## src/rtl/aclk_sup_pkg.sv

```systemverilog
package aclk_sup_pkg;

    // Width of the per-frame bit-clock edge counter (holds up to 64 and the overflow step).
    localparam int unsigned BITS_W    = 7;
    // Width of the per-frame system-clock edge counter (saturating).
    localparam int unsigned SCK_CNT_W = 12;
    // Largest legal bit-clock count per frame.
    localparam logic [BITS_W-1:0] MAX_BITS = BITS_W'(64);

    // Synchronizer channel positions.
    localparam int unsigned CH_SCK  = 0;
    localparam int unsigned CH_BCK  = 1;
    localparam int unsigned CH_LRCK = 2;
    localparam int unsigned CH_PWR  = 3;
    localparam int unsigned N_CH    = 4;

    typedef enum logic {
        LK_HUNT = 1'b0,
        LK_HELD = 1'b1
    } lock_e;

    typedef struct packed {
        logic [BITS_W-1:0]    bits;
        logic [SCK_CNT_W-1:0] sclk;
    } frame_cnt_t;

    function automatic logic ratio_ok(input logic [BITS_W-1:0] b);
        case (b)
            BITS_W'(32), BITS_W'(48), BITS_W'(64): ratio_ok = 1'b1;
            default:                               ratio_ok = 1'b0;
        endcase
    endfunction

    function automatic logic [SCK_CNT_W-1:0] abs_gap(input logic [SCK_CNT_W-1:0] a,
                                                     input logic [SCK_CNT_W-1:0] b);
        abs_gap = (a > b) ? (a - b) : (b - a);
    endfunction

endpackage

```

## src/rtl/aclk_sync.sv

```systemverilog
module aclk_sync #(
    parameter int unsigned N = 4
) (
    input  logic         clk,
    input  logic         rst,
    input  logic [N-1:0] raw,
    output logic [N-1:0] lvl
);

    for (genvar i = 0; i < N; i++) begin : g_ch
        logic meta_q;
        logic stab_q;
        always_ff @(posedge clk) begin
            if (rst) begin
                meta_q <= 1'b0;
                stab_q <= 1'b0;
            end else begin
                meta_q <= raw[i];
                stab_q <= meta_q;
            end
        end
        assign lvl[i] = stab_q;
    end

endmodule

```

## src/rtl/aclk_frame_monitor.sv

```systemverilog
module aclk_frame_monitor
    import aclk_sup_pkg::*;
#(
    parameter int unsigned ABSENT_FRAMES = 16,
    parameter int unsigned LOSS_FRAMES   = 4,
    parameter int unsigned RELOCK_FRAMES = 2,
    parameter int unsigned DRIFT_TOL     = 5
) (
    input  logic clk,
    input  logic rst,
    input  logic sck_s,
    input  logic bck_s,
    input  logic lrck_s,
    input  logic halted,
    output logic locked,
    output logic use_pll,
    output logic fault
);

    localparam int unsigned AW = $clog2(ABSENT_FRAMES + 1);
    localparam int unsigned LW = $clog2(LOSS_FRAMES + 1);
    localparam int unsigned GW = $clog2(RELOCK_FRAMES + 1);
    localparam logic [SCK_CNT_W-1:0] TOL_V = SCK_CNT_W'(DRIFT_TOL);

    logic       sck_d, bck_d, lrck_d;
    frame_cnt_t cur, prev;
    logic       prev_ok, primed;
    logic [AW-1:0] absent_run;
    logic [LW-1:0] bad_run;
    logic [GW-1:0] good_run;
    lock_e      lock_st;

    logic sck_rise, bck_rise, lrck_rise;
    logic ovf, frame_end, r_ok, s_seen, cmp, drift, good;

    always_comb begin
        sck_rise  = sck_s  & ~sck_d;
        bck_rise  = bck_s  & ~bck_d;
        lrck_rise = lrck_s & ~lrck_d;
        ovf       = bck_rise && (cur.bits == MAX_BITS) && !lrck_rise;
        frame_end = (lrck_rise && primed) || ovf;
        r_ok      = !ovf && ratio_ok(cur.bits);
        s_seen    = (cur.sclk != '0);
        cmp       = r_ok && prev_ok && (cur.bits == prev.bits) &&
                    (prev.sclk != '0) && s_seen && !use_pll;
        drift     = cmp && (abs_gap(cur.sclk, prev.sclk) > TOL_V);
        good      = r_ok && (use_pll || s_seen) && !drift;
    end

    always_ff @(posedge clk) begin
        if (rst) begin
            sck_d      <= 1'b0;
            bck_d      <= 1'b0;
            lrck_d     <= 1'b0;
            cur        <= '0;
            prev       <= '0;
            prev_ok    <= 1'b0;
            primed     <= 1'b0;
            absent_run <= '0;
            bad_run    <= '0;
            good_run   <= '0;
            lock_st    <= LK_HUNT;
            use_pll    <= 1'b0;
            fault      <= 1'b0;
        end else begin
            sck_d  <= sck_s;
            bck_d  <= bck_s;
            lrck_d <= lrck_s;
            if (halted) begin
                cur      <= '0;
                primed   <= 1'b0;
                prev_ok  <= 1'b0;
                bad_run  <= '0;
                good_run <= '0;
                lock_st  <= LK_HUNT;
                fault    <= 1'b1;
            end else begin
                // per-frame edge counting
                if (lrck_rise) begin
                    cur.bits <= '0;
                    cur.sclk <= SCK_CNT_W'(sck_rise);
                    primed   <= 1'b1;
                end else if (ovf) begin
                    cur    <= '0;
                    primed <= 1'b0;
                end else begin
                    cur.bits <= cur.bits + BITS_W'(bck_rise);
                    if (sck_rise && (cur.sclk != '1))
                        cur.sclk <= cur.sclk + 1'b1;
                end

                if (frame_end) begin
                    prev    <= cur;
                    prev_ok <= r_ok;

                    // clock source selection
                    if (s_seen) begin
                        use_pll    <= 1'b0;
                        absent_run <= '0;
                    end else if (r_ok) begin
                        if (absent_run >= AW'(ABSENT_FRAMES - 1))
                            use_pll <= 1'b1;
                        if (absent_run < AW'(ABSENT_FRAMES))
                            absent_run <= absent_run + 1'b1;
                    end else begin
                        absent_run <= '0;
                    end

                    // lock tracking
                    if (!good) begin
                        good_run <= '0;
                        if (drift || (bad_run >= LW'(LOSS_FRAMES))) begin
                            lock_st <= LK_HUNT;
                            fault   <= 1'b1;
                        end
                        if (bad_run < LW'(LOSS_FRAMES))
                            bad_run <= bad_run + 1'b1;
                    end else begin
                        bad_run <= '0;
                        if (good_run >= GW'(RELOCK_FRAMES - 1)) begin
                            lock_st <= LK_HELD;
                            fault   <= 1'b0;
                        end
                        if (good_run < GW'(RELOCK_FRAMES))
                            good_run <= good_run + 1'b1;
                    end
                end
            end
        end
    end

    assign locked = (lock_st == LK_HELD);

    // a drift frame drops lock in the following cycle
    a_r4_drift_drops_lock: assert property (@(posedge clk) disable iff (rst)
        (frame_end && drift && !halted) |=> !locked);

    // lock is only ever gained at a frame boundary
    a_r7_lock_at_frame_end: assert property (@(posedge clk) disable iff (rst)
        $rose(locked) |-> $past(frame_end));

    // the derived-clock select only rises after a frame without system-clock edges
    a_r2_pll_after_silent_frame: assert property (@(posedge clk) disable iff (rst)
        $rose(use_pll) |-> $past(frame_end && (cur.sclk == '0)));

    // a frame with external system-clock edges releases the derived-clock select
    a_r3_ext_sck_clears_pll: assert property (@(posedge clk) disable iff (rst)
        (frame_end && s_seen && !halted) |=> !use_pll);

endmodule

```

## src/rtl/aclk_power_ctrl.sv

```systemverilog
module aclk_power_ctrl #(
    parameter int unsigned RST_CYC  = 98304,
    parameter int unsigned IDLE_CYC = 64,
    parameter int unsigned PD_CYC   = 24576000
) (
    input  logic clk,
    input  logic rst,
    input  logic supply_s,
    input  logic bck_s,
    input  logic lrck_s,
    input  logic locked,
    output logic core_rst,
    output logic halted,
    output logic powerdown_req
);

    localparam int unsigned RW = $clog2(RST_CYC + 1);
    localparam int unsigned IW = $clog2(IDLE_CYC + 1);
    localparam int unsigned PW = $clog2(PD_CYC + 1);
    localparam logic [RW-1:0] RST_V  = RW'(RST_CYC);
    localparam logic [IW-1:0] IDLE_V = IW'(IDLE_CYC);
    localparam logic [PW-1:0] PD_V   = PW'(PD_CYC);

    logic [RW-1:0] rcnt;
    logic [IW-1:0] idle_cnt;
    logic [PW-1:0] pd_cnt;
    logic          bck_d;
    logic          quiet;

    assign quiet = !bck_s && !lrck_s;

    always_ff @(posedge clk) begin
        if (rst) begin
            rcnt          <= '0;
            idle_cnt      <= IDLE_V;
            pd_cnt        <= '0;
            bck_d         <= 1'b0;
            powerdown_req <= 1'b0;
        end else begin
            bck_d <= bck_s;

            if (!supply_s)
                rcnt <= '0;
            else if (rcnt != RST_V)
                rcnt <= rcnt + 1'b1;

            if (bck_s != bck_d)
                idle_cnt <= '0;
            else if (idle_cnt != IDLE_V)
                idle_cnt <= idle_cnt + 1'b1;

            if (!quiet)
                pd_cnt <= '0;
            else if (pd_cnt != PD_V)
                pd_cnt <= pd_cnt + 1'b1;

            if (pd_cnt == PD_V)
                powerdown_req <= 1'b1;
            else if (locked)
                powerdown_req <= 1'b0;
        end
    end

    assign core_rst = (rcnt != RST_V);
    assign halted   = (idle_cnt == IDLE_V);

    // a low supply-good holds the core in reset on the next cycle
    a_r1_supply_drop_resets: assert property (@(posedge clk) disable iff (rst)
        !supply_s |=> core_rst);

    // power-down is only requested after both serial clocks sat low
    a_r9_pd_needs_quiet: assert property (@(posedge clk) disable iff (rst)
        $rose(powerdown_req) |-> $past(quiet));

    // halt is declared only when the bit clock did not move
    a_r8_halt_without_edge: assert property (@(posedge clk) disable iff (rst)
        $rose(halted) |-> $past(bck_s == bck_d));

endmodule

```

## src/rtl/aclk_supervisor.sv

```systemverilog
module aclk_supervisor
    import aclk_sup_pkg::*;
#(
    parameter int unsigned RST_CYC       = 98304,
    parameter int unsigned IDLE_CYC      = 64,
    parameter int unsigned PD_CYC        = 24576000,
    parameter int unsigned ABSENT_FRAMES = 16,
    parameter int unsigned LOSS_FRAMES   = 4,
    parameter int unsigned RELOCK_FRAMES = 2,
    parameter int unsigned DRIFT_TOL     = 5
) (
    input  logic clk,
    input  logic rst,
    input  logic supply_ok,
    input  logic sck_in,
    input  logic bck_in,
    input  logic lrck_in,
    output logic core_rst,
    output logic use_pll_sck,
    output logic force_bpz,
    output logic standby_req,
    output logic powerdown_req
);

    logic [N_CH-1:0] raw, lvl;
    logic            mon_rst, locked, halted, fault;

    always_comb begin
        raw          = '0;
        raw[CH_SCK]  = sck_in;
        raw[CH_BCK]  = bck_in;
        raw[CH_LRCK] = lrck_in;
        raw[CH_PWR]  = supply_ok;
    end

    aclk_sync #(.N(N_CH)) u_sync (
        .clk (clk),
        .rst (rst),
        .raw (raw),
        .lvl (lvl)
    );

    aclk_power_ctrl #(
        .RST_CYC  (RST_CYC),
        .IDLE_CYC (IDLE_CYC),
        .PD_CYC   (PD_CYC)
    ) u_pwr (
        .clk           (clk),
        .rst           (rst),
        .supply_s      (lvl[CH_PWR]),
        .bck_s         (lvl[CH_BCK]),
        .lrck_s        (lvl[CH_LRCK]),
        .locked        (locked),
        .core_rst      (core_rst),
        .halted        (halted),
        .powerdown_req (powerdown_req)
    );

    assign mon_rst = rst | core_rst;

    aclk_frame_monitor #(
        .ABSENT_FRAMES (ABSENT_FRAMES),
        .LOSS_FRAMES   (LOSS_FRAMES),
        .RELOCK_FRAMES (RELOCK_FRAMES),
        .DRIFT_TOL     (DRIFT_TOL)
    ) u_mon (
        .clk     (clk),
        .rst     (mon_rst),
        .sck_s   (lvl[CH_SCK]),
        .bck_s   (lvl[CH_BCK]),
        .lrck_s  (lvl[CH_LRCK]),
        .halted  (halted),
        .locked  (locked),
        .use_pll (use_pll_sck),
        .fault   (fault)
    );

    assign force_bpz   = ~locked;
    assign standby_req = halted | fault | powerdown_req;

    // internal reset always leaves the output forced to bipolar zero
    a_r10_bpz_after_core_rst: assert property (@(posedge clk) disable iff (rst)
        core_rst |=> force_bpz);

endmodule

```

## config.mk

```make
export PLATFORM = sky130hd
export DESIGN_NAME = aclk_supervisor
export DESIGN_NICKNAME = d
export VERILOG_FILES = /design/src/rtl/aclk_sup_pkg.sv /design/src/rtl/aclk_sync.sv /design/src/rtl/aclk_frame_monitor.sv /design/src/rtl/aclk_power_ctrl.sv /design/src/rtl/aclk_supervisor.sv
export SDC_FILE = /design/constraint.sdc
export NUM_CORES = 1
export LEC_CHECK = 0
export CELL_PAD_IN_SITES_DETAIL_PLACEMENT = 0
export CELL_PAD_IN_SITES_GLOBAL_PLACEMENT = 1
export CORE_MARGIN = 3
export CORE_UTILIZATION = 45
export CTS_CLUSTER_DIAMETER = 40
export DETAILED_ROUTE_END_ITERATION = 10
export DONT_BUFFER_PORTS = 1
export PLACE_DENSITY = 0.85
export SYNTH_ARGS = -nofsm -noshare
export SYNTH_HDL_FRONTEND = slang
export SYNTH_HIERARCHICAL = 1
export SYNTH_SLANG_ARGS = --single-unit
export TNS_END_PERCENT = 50
```

## constraint.sdc

```tcl
create_clock -name clk -period 4 [get_ports clk]
set_clock_uncertainty 0.2 [all_clocks]
set_input_delay 0.8 -clock clk [delete_from_list [all_inputs] [get_ports clk]]
set_output_delay 0.8 -clock clk [all_outputs]
set_load 0.005 [all_outputs]
```

== Word level (Yosys, flattened, before mapping) ==
Index checks and enable logic that the tools add are counted.

* Muxes and demuxes: 29
* Bitwise logic cells: 13
* $lt $le $gt $ge: 8
* Reductions and logical operators: 48
* Equality and inequality tests: 15
* $add $sub $neg: 10

{| class="wikitable"
|+ Operator list
! cell !! count
|-
| $add 25x1->25 const B || 1
|-
| $eq 25x25->1 const B || 1
|-
| $ne 25x25->1 const B || 1
|-
| $reduce_bool 12->1 || 2
|-
| $sub 12x12->12 || 2
|-
| $mux 1 || 19
|-
| $add 17x1->17 const B || 1
|-
| $ne 17x17->1 const B || 1
|-
| $reduce_bool 2->1 || 8
|-
| $mux 5 || 3
|-
| $eq 7x6->1 const B || 2
|-
| $eq 7x7->1 const B || 2
|-
| $logic_and 1x1->1 || 14
|-
| $mux 7 || 2
|-
| $add 12x1->12 const B || 1
|-
| $gt 12x12->1 || 1
|-
| $gt 12x3->1 const B || 1
|-
| $mux 12 || 1
|-
| $ne 12x12->1 const B || 1
|-
| $reduce_and 3->1 || 3
|-
| $reduce_or 2->1 || 4
|-
| $add 7x1->7 || 1
|-
| $add 7x1->7 const B || 1
|-
| $eq 7x7->1 || 1
|-
| other kinds (25) || 49
|}

* Output and inout bits: 5
* Word-level logic and storage cells: 153
* Register bits after elaboration: 115

== Longest topological paths before layout ==
Gate-level depths: netlist of the first run.

* Word-level depth: 17
* Mapped depth: 13
* Depth with buffers taken out: 13

== Hierarchy ==
The synthesis of the first run kept the hierarchy.

{| class="wikitable"
|+ By module, submodules not included
! module !! area an instance (um2) !! instances !! seq. area each (um2) !! cells an instance
|-
| aclk_frame_monitor || 3,799.9 || 1 || 1,121.1 || 503
|-
| aclk_power_ctrl || 2,348.5 || 1 || 1,021.0 || 270
|-
| aclk_sync || 240.2 || 1 || 160.2 || 20
|-
| aclk_supervisor || 16.3 || 1 || 0.0 || 3
|}

== Worst setup path after synthesis of the first run ==
OpenSTA, ideal clock, no wires.

* Path type: reg2reg
* From: register u_mon/cur[0] in the netlist's numbering
* To: register u_mon.good_run[1]
* Cell stages (with the launch flop): 14
* Setup slack: 966 ps
* Clock period less this slack: 3,034 ps
* Arrival: 2,755 ps
* Cells stage by stage: dfxtp_1 -> inv_1 -> ha_1 -> inv_1 -> fa_1 -> a21o_1 -> a221oi_2 -> o21ai_1 -> o21ba_1 -> mux4_2 -> nor2b_1 -> o21ai_2 -> and2_4 -> a211oi_2

* Word-level cells in the longest chain between the ends: 8

{| class="wikitable"
|+ RTL lines
! what !! RTL line !! source
|-
| start, declared || aclk_frame_monitor.sv:26 || <nowiki>frame_cnt_t cur, prev;</nowiki>
|-
| $sub 12x12->12, or another cell as far along || aclk_sup_pkg.sv:36 || <nowiki>abs_gap = (a > b) ? (a - b) : (b - a);</nowiki>
|-
| $mux 12 or $logic_and 1x1->1 (tied branches) || aclk_sup_pkg.sv:36, aclk_frame_monitor.sv:45 ||
|-
| $gt 12x3->1 or $logic_and 1x1->1 (tied branches) || aclk_frame_monitor.sv:46, aclk_frame_monitor.sv:45 ||
|-
| $logic_and 1x1->1 || aclk_frame_monitor.sv:46 || <nowiki>drift = cmp && (abs_gap(cur.sclk, prev.sclk) > TOL_V);</nowiki>
|-
| $logic_not 1->1 || aclk_frame_monitor.sv:47 || <nowiki>good = r_ok && (use_pll || s_seen) && !drift;</nowiki>
|-
| $logic_and 1x1->1 * || aclk_frame_monitor.sv:47 ||
|-
| $ne 2x2->1 (no source line) || - ||
|-
| $reduce_and 2->1 (no source line) || - ||
|-
| end signal, assigned || aclk_frame_monitor.sv:125 || <nowiki>good_run <= good_run + 1'b1;</nowiki>
|-
| end, declared || aclk_frame_monitor.sv:30 || <nowiki>logic [GW-1:0] good_run;</nowiki>
|}

Mark *: on every way between the ends. The rest lies on a longest branch, timed or not.
A chain may end at the register's enable or synchronous reset.

== Worst setup path in the final report of the first run ==
* From: register u_mon/cur[0] in the netlist's numbering
* To: register u_mon.bad_run[1]

* Word-level cells in the longest chain between the ends: 8

{| class="wikitable"
|+ RTL lines
! what !! RTL line !! source
|-
| $sub 12x12->12, or another cell as far along || aclk_sup_pkg.sv:36 ||
|-
| $mux 12 or $logic_and 1x1->1 (tied branches) || aclk_sup_pkg.sv:36, aclk_frame_monitor.sv:45 ||
|-
| $gt 12x3->1 or $logic_and 1x1->1 (tied branches) || aclk_frame_monitor.sv:46, aclk_frame_monitor.sv:45 ||
|-
| $logic_and 1x1->1 || aclk_frame_monitor.sv:46 ||
|-
| $logic_not 1->1 || aclk_frame_monitor.sv:47 ||
|-
| $logic_and 1x1->1 * || aclk_frame_monitor.sv:47 ||
|-
| $reduce_bool 2->1 (no source line) || - ||
|-
| $reduce_and 2->1 (no source line) || - ||
|-
| end signal, assigned || aclk_frame_monitor.sv:117 || <nowiki>bad_run <= bad_run + 1'b1;</nowiki>
|-
| end, declared || aclk_frame_monitor.sv:29 || <nowiki>logic [LW-1:0] bad_run;</nowiki>
|}

Marks and branches as above.

==> impl_summary.txt, run 1 <==
----------------------------------------------------
[Setup path]
  Critical Path RT ... 4080 ps
  CP arrival ... around 3400 ps
  Top cell family by delay on the critical path ... compound AO/OA/AOI/OAI gates
  Startpoint type of the worst setup path ... register
  Crit path buffers/inverters ... 2
  Worst path cell trace ... inv_1 -> ha_1 -> inv_1 -> fa_1 -> a21o_1 -> a221oi_2 -> o21ai_1 -> o21ba_1 -> mux4_2 -> nor2b_1 -> o21ai_2 -> a31oi_1 -> o22ai_1
  Most numerous cell on the critical path ... sky130_fd_sc_hd__inv_1
  Critical Path Fanout Max ... 6
  Kind of end point of the critical path ... register
  Slowest library cell on the worst path ... sky130_fd_sc_hd__mux4_2
  Delay of the slowest critical-path stage ... 430 ps
  Kind of critical path ... register to register

[Synth]
  Netlist area before placement ... 6400 um2
  Yosys warning total ... 6
  Fraction of the yosys area taken by sequential cells ... 0.359
  Main flop type after synthesis ... sky130_fd_sc_hd__dfxtp_1
  Mean area per synthesized cell ... 8.05 um2
  Cell count after synthesis ... around 800
  Ranking of synthesized cells by area ... sky130_fd_sc_hd__dfxtp_1, sky130_fd_sc_hd__ha_1, sky130_fd_sc_hd__nor2_1
  Cell type with the largest total area after synthesis ... sky130_fd_sc_hd__dfxtp_1
  Post-synth top area share ... 0.359
  Netlist cell types ... 66
  Fraction of registers with async set/reset ... 0
  Number of storage elements in the synthesis netlist ... 115
  Number of enable flip-flop cells after synthesis ... 0
  Synth Net Count ... 841

[Power]
  Total power density per cell area ... 402 nW/um2
  Highest ir drop seen on vdd ... 0.332 mV
  Leakage power figure ... 2.57 nW

[Cells and area]
  Fraction of layout cells with a size suffix above 1 ... 0.0697
  Final net count ... between 800 and 900
  Filler instances ... 1287
  Commonest cells after routing, fill and taps aside ... sky130_fd_sc_hd__dfxtp_1, sky130_fd_sc_hd__nor2_1, sky130_fd_sc_hd__nand2_1, sky130_fd_sc_hd__a21oi_1, sky130_fd_sc_hd__inv_1
  Layout Area Growth over Synthesis ... 12.1%
  Leading cell type in the layout, fill and taps excluded ... sky130_fd_sc_hd__dfxtp_1
  Final instance count without filler cells ... 980
  Diode insertion count for antenna repair ... 0

[Detailed routing]
  Routed wire length per instance ... 14.1 um
  Routed via count divided by cell count ... 5.47
  # DRC ... 0
  Via count ... 5361
  Antenna Nets Post-Route ... 0
  Number of optimization iterations in the first detailed-route pass ... 5
  Final WL ... approximately 14000 um
  Iteration-0 DRC count of the detailed router ... 349

[STA]
  Total count of max-transition violations in the final report ... 0
  Final setup viols ... 0
  Final total negative setup slack ... 0 ps
  Max frequency ... around 300 MHz
  Post-route fraction of the period consumed by the critical path ... 0.834
  Clock period minus worst slack ... approximately 3300 ps
  Max-slew headroom at the worst pin ... 0.434
  Unrepaired setup endpoints after global routing ... false
  Tightest Pin Transition ... 849 ps
  Final hold vios ... 0

[Floorplanning]
  Die footprint ... 15700 um2
  Starting density of the core ... 0.472
  Die boundary width ... 125 um
  Die Y ... 125 um
  I/O pin cnt ... 11
  Std-Cell Core Area ... 13600 um2
  Number of standard-cell rows in the floorplan ... 42

[Global routing]
  Met1 GRT Util ... 0.226
  Peak-usage layer in the global routing report ... met2
  Total global routing overflow ... 0
  Largest net degree at the start of global routing ... 31
  M3 GR Usage ... 0.0448
  All-Layer GR Usage ... 0.181
  Met2 layer usage reported by global route ... 0.312
  Via count of the first global-routing pass ... a little over 5000
  First-pass GRT wire length ... 24000 um
  Number of antenna violations at the first check in global routing ... 0

[Clock network]
  Sink Count ... 115
  TritonCTS clock tree ... done
  CTS Root Cell ... sky130_fd_sc_hd__clkbuf_16
  Total clock buffers created by CTS ... 17
  Deepest level of the CTS H-tree ... 4
  Setup Buffers After CTS ... 0
  Buffers from clock root to sink, at most ... 2
  Hold_buf cts ... 0
  Clock transition at the registers of the reported paths ... 60 ps
  Clock latency reported for the late side of the worst-skew pair ... between 400 and 500 ps
  Resize count post-CTS ... 0

[Placement]
  Half-perimeter wire length of the detailed placement result ... 9940 um
  Global placement routability congestion ... approximately 0.87
  Count of input and output buffers ... 0
  Number of placed instances with taps included ... 948

[Flow run]
  Number of max-capacitance violations reported ... 0

[Status]
  Status ... completed

[Worst hold path]
  Worst hold path type ... register to register

----------------------------------------------------
[path summary, 6_finish.rpt]
check | from | endpoint | slack, ps | cells after the start
max | u_mon/cur[0] | u_mon/bad_run[1] | 660 | 13
min | u_sync/g_ch[2].meta_q | u_sync/g_ch[2].stab_q | 240 | 1
max reg2reg | u_mon/cur[0] | u_mon/bad_run[1] | 660 | 13
min reg2reg | u_sync/g_ch[2].meta_q | u_sync/g_ch[2].stab_q | 240 | 1
[stage by stage]
stage	area, um2	setup WS, ps	utilization	power (mW)	hold slack, ps
floorplan	6400	966	-	1.26	214
global placement	6530	782	0.482	1.27	221
detailed placement	6530	694	0.482	1.28	229
CTS	7180	680	0.530	2.91	242
global route	7180	453	0.530	3.00	237
finish	7180	664	0.530	2.89	236
[area by class of cell]
class	count	area (um2)	area share
clock inverter	13	195	0.0272
clock buffer	19	453	0.0631
inverter	51	191	0.0267
multi-input combinational	599	3770	0.525
timing repair buffer	7	52.6	0.00732
tap	176	220	0.0307
sequential	115	2300	0.321
[flip-flops by register name (all words and copies together) (netlist names), 3 cells and up]
| register | flops |
|---|---|
| u_pwr/pd_cnt | 25 |
| u_pwr/rcnt | 17 |
| u_pwr/idle_cnt | 7 |
| u_sync/g_ch.meta_q | 4 |
| u_mon/bad_run | 3 |
| u_sync/g_ch.stab_q | 4 |
| u_mon/absent_run | 5 |
| u_mon/cur | 19 |
| u_mon/prev | 19 |
[cell usage after synthesis (all sizes together) (2+ instances only)]
master	count
o21ai	31
a21o	6
a22oi	3
or3	9
a211oi	6
inv	51
xnor2	35
mux2i	5
nand3b	5
nor2b	18
nor4b	7
o311ai	2
dfxtp	115
nor4	13
and4	6
nor2	100
nand2	79
nand2b	15
a21oi	61
xor2	33
and2	3
o21a	4
a31oi	5
o211ai	2
fa	2
mux2	3
nor3b	3
and3	10
nor3	16
clkbuf	22
or2	4
buf	9
o21bai	3
o22ai	2
o31a	2
nand3	32
ha	37
nand4	21
[report_power, final]
group / switching [mW] / total, mW / internal (mW)
registers: 0.0120 / 1.17 / 1.16
logic: 0.0505 / 0.0831 / 0.0326
clock network: 0.546 / 1.63 / 1.09
[routing by layer]
layer  vias up  wire (um)  share of wire
met5         -          0              0
met1      2517       6490           0.47
met2        95       6680           0.48
met4         0        131         0.0095
met3        11        478          0.035
li1       2738          -              -
[kinds of logic after synthesis]
| family | synth area share |
|---|---|
| AO/OA/AOI/OAI | 0.131 |
| XOR/XNOR | 0.0930 |
| AND/OR/NAND/NOR | 0.269 |
| adder cells (fa/ha/maj) | 0.0785 |
| multiplexers | 0.0166 |
| buffers and inverters | 0.0524 |
| flip-flops | 0.359 |
Note: power is estimated with default switching activity, not from simulation.
==> run 2, diff against run 1 <==
==> constraint.sdc (replaced) <==
create_clock -name clk -period 3.4 [get_ports clk]
set_clock_uncertainty 0.2 [all_clocks]
set_input_delay 0.68 -clock clk [delete_from_list [all_inputs] [get_ports clk]]
set_output_delay 0.68 -clock clk [all_outputs]
set_load 0.005 [all_outputs]
==> run 2 against run 1 <==
Against the previous run:
- worst hold slack worse by 100 ps
- first-iteration DRC count is 5.4% lower
- maximum frequency is 2.1% higher
- die area stayed put
- cell count is 0.61% higher
- sequential cell count stayed put
- utilization is 0.41 points higher
- combinational power is 14% higher
- largest power group unchanged
==> impl_summary.txt, run 2 (synthesized netlist as in run 1, its figures left out) <==
----------------------------------------------------
[Cells and area]
  Diode insertion count for antenna repair ... 0 (unchanged)
  Layout Area Growth over Synthesis ... 13.0% (was 12.1%)
  Top reg by flops ... u_pwr/pd_cnt (unchanged)
  Max FFs per register ... 25 (unchanged)
  Fraction of layout cells with a size suffix above 1 ... 0.0877 (was 0.0697)
  Largest registers ... u_pwr/pd_cnt (25), u_mon/cur (19), u_mon/prev (19) (unchanged)
  Final net count ... 843 (was 836)
  Leading cell type in the layout, fill and taps excluded ... sky130_fd_sc_hd__dfxtp_1 (unchanged)
  Final instance count without filler cells ... 986 (was 980)
  Commonest cells after routing, fill and taps aside ... sky130_fd_sc_hd__dfxtp_1, sky130_fd_sc_hd__nor2_1, sky130_fd_sc_hd__nand2_1, sky130_fd_sc_hd__a21oi_1, sky130_fd_sc_hd__inv_1 (unchanged)

[Worst hold path]
  Worst hold path type ... input port to register (was register to register)

[Setup path]
  Delay of the slowest critical-path stage ... 450 ps (was 430 ps)
  Top cell family by delay on the critical path ... compound AO/OA/AOI/OAI gates (unchanged)
  CP arrival ... 3350 ps (was 3410 ps)
  Critical Path Fanout Max ... 6 (unchanged)
  Critical Path RT ... 3480 ps (was 4080 ps)
  Kind of end point of the critical path ... register (unchanged)
  Crit path buffers/inverters ... 2 (unchanged)
  Kind of critical path ... register to register (unchanged)
  Slowest library cell on the worst path ... sky130_fd_sc_hd__mux4_2 (unchanged)
  Startpoint type of the worst setup path ... register (unchanged)
  Worst path cell trace ... inv_2 -> ha_1 -> inv_1 -> fa_2 -> a21o_1 -> a221oi_2 -> o21ai_1 -> o21ba_2 -> mux4_2 -> nor2b_4 -> o21ai_4 -> a31oi_2 -> o22ai_1 (was inv_1 -> ha_1 -> inv_1 -> fa_1 -> a21o_1 -> a221oi_2 -> o21ai_1 -> o21ba_1 -> mux4_2 -> nor2b_1 -> o21ai_2 -> a31oi_1 -> o22ai_1)

[Floorplanning]
  Number of standard-cell rows in the floorplan ... 42 (unchanged)
  Die boundary width ... 125 um (unchanged)
  Die footprint ... 15700 um2 (unchanged)
  Std-Cell Core Area ... 13600 um2 (unchanged)
  Starting density of the core ... 0.472 (unchanged)
  I/O pin cnt ... 11 (unchanged)
  Die Y ... 125 um (unchanged)

[Detailed routing]
  Number of optimization iterations in the first detailed-route pass ... 4 (was 5)
  Antenna Nets Post-Route ... 0 (unchanged)
  DR WL met2 ... 6670 um (was 6680 um)
  Met3 routed wirelength ... 421 um (was 478 um)
  Iteration-0 DRC count of the detailed router ... 330 (was 349)
  Final WL ... 13900 um (was 13800 um)
  Via count ... 5412 (was 5361)
  Post-route met1 wirelength ... 6530 um (was 6490 um)
  # DRC ... 0 (unchanged)
  Routed via count divided by cell count ... 5.49 (was 5.47)
  Uppermost layer routed ... met4 (unchanged)
  Routed wire length per instance ... 14.1 um (about the same)

[STA]
  Clock period minus worst slack ... 3270 ps (was 3340 ps)
  Final setup viols ... 0 (unchanged)
  Final total negative setup slack ... 0 ps (unchanged)
  Max frequency ... 306 MHz (was 300 MHz)
  Tightest Pin Transition ... 881 ps (was 849 ps)
  Total count of max-transition violations in the final report ... 0 (unchanged)
  Final hold vios ... 0 (unchanged)
  Max-slew headroom at the worst pin ... 0.412 (was 0.434)
  Crit path setup slack, layout ... 132 ps (was 664 ps)
  Post-route fraction of the period consumed by the critical path ... 0.961 (was 0.834)

[Global routing]
  All-Layer GR Usage ... 0.180 (was 0.181)
  Total global routing overflow ... 0 (unchanged)
  Largest net degree at the start of global routing ... 27 (was 31)
  Via count of the first global-routing pass ... 5144 (was 5175)
  First-pass GRT wire length ... 23700 um (was 24000 um)
  Number of antenna violations at the first check in global routing ... 0 (unchanged)

[Flow run]
  Number of max-capacitance violations reported ... 0 (unchanged)

[Placement]
  Worst setup timing slack at the placement stage ... 90.1 ps (was 694 ps)
  Half-perimeter wire length of the detailed placement result ... 10100 um (was 9940 um)
  Number of placed instances with taps included ... 955 (was 948)
  Count of input and output buffers ... 0 (unchanged)
  Global placement routability congestion ... 0.876 (was 0.868)

[Clock network]
  Clock transition at the registers of the reported paths ... 50 ps (was 60 ps)
  Total clock buffers created by CTS ... 17 (unchanged)
  Clock latency reported for the late side of the worst-skew pair ... 410 ps (about the same)
  TritonCTS clock tree ... done (unchanged)
  Hold_buf cts ... 0 (unchanged)
  Buffers from clock root to sink, at most ... 2 (unchanged)
  Setup Buffers After CTS ... 0 (unchanged)
  Resize count post-CTS ... 0 (unchanged)
  Deepest level of the CTS H-tree ... 4 (unchanged)
  Sink Count ... 115 (unchanged)
  CTS Root Cell ... sky130_fd_sc_hd__clkbuf_16 (unchanged)

[Power]
  Proportion of power drawn by the clock network ... 0.553 (was 0.566)
  Internal power summed over all cells ... 2.59 mW (was 2.28 mW)
  Comb power frac ... 0.029 (about the same)
  Leakage power figure ... 2.58 nW (was 2.57 nW)
  Total power density per cell area ... 455 nW/um2 (was 402 nW/um2)
  Switching power share of the total ... 0.212 (was 0.211)
  Highest ir drop seen on vdd ... 0.433 mV (was 0.332 mV)
  Switch Pwr ... 698 uW (was 609 uW)
  Share of total power in sequential cells ... 0.419 (was 0.406)

[Status]
  Status ... completed (unchanged)

----------------------------------------------------
-- run 2: cell count changes in the layout (fill, tap and decap cells not counted), sizes merged --
cell / delta
buf: +7
bufinv: -1
clkbuf: +1
clkinv: -2
clkinvlp: +3
inv: -2
-- run 2: cell type report --
| class | instances | area, um2 |
|---|---|---|
| Multi-Input combinational cell | 599 | 3810 |
| Clock buffer | 20 | 457 |
| Timing Repair Buffer | 14 | 105 |
| Sequential cell | 115 | 2300 |
| Inverter | 51 | 191 |
| Fill cell | 1247 | 6320 |
| Tap cell | 176 | 220 |
| Clock inverter | 11 | 153 |
-- run 2: worst paths after layout --
kind | slack (ps) | cells past startpoint | startpoint | endpoint
max | 130 | 13 | u_mon/cur[0] | u_mon/bad_run[1]
min | 130 | 1 | rst | u_sync/g_ch[3].stab_q
max reg2reg | 130 | 13 | u_mon/cur[0] | u_mon/bad_run[1]
min reg2reg | 230 | 1 | u_sync/g_ch[3].meta_q | u_sync/g_ch[3].stab_q
-- run 2: power by group through the flow --
stage	Combinational [mW]	Clock (mW)	Sequential, mW
after floorplan	0.0801	0	1.40
after global placement	0.0934	0	1.41
after detailed placement	0.0951	0	1.41
after CTS	0.0958	1.85	1.38
after global routing	0.110	1.93	1.38
final	0.0949	1.82	1.38
-- run 2: routing by layer --
metal / vias up / GRT usage
met2: 79 / 0.296
met4: 0 / 0.0772
met1: 2565 / 0.225
met3: 26 / 0.0418
li1: 2742 / -
met5: - / 0
-- run 2: through the flow --
stage                     hold WS [ps]  power, mW  cell area, um2   util
after floorplan                    214       1.48            6400      -
after global placement             222       1.50            6590  0.486
after detailed placement           223       1.50            6590  0.486
after CTS                          114       3.33            7200  0.531
after global routing               115       3.42            7240  0.534
final                              134       3.29            7240  0.534
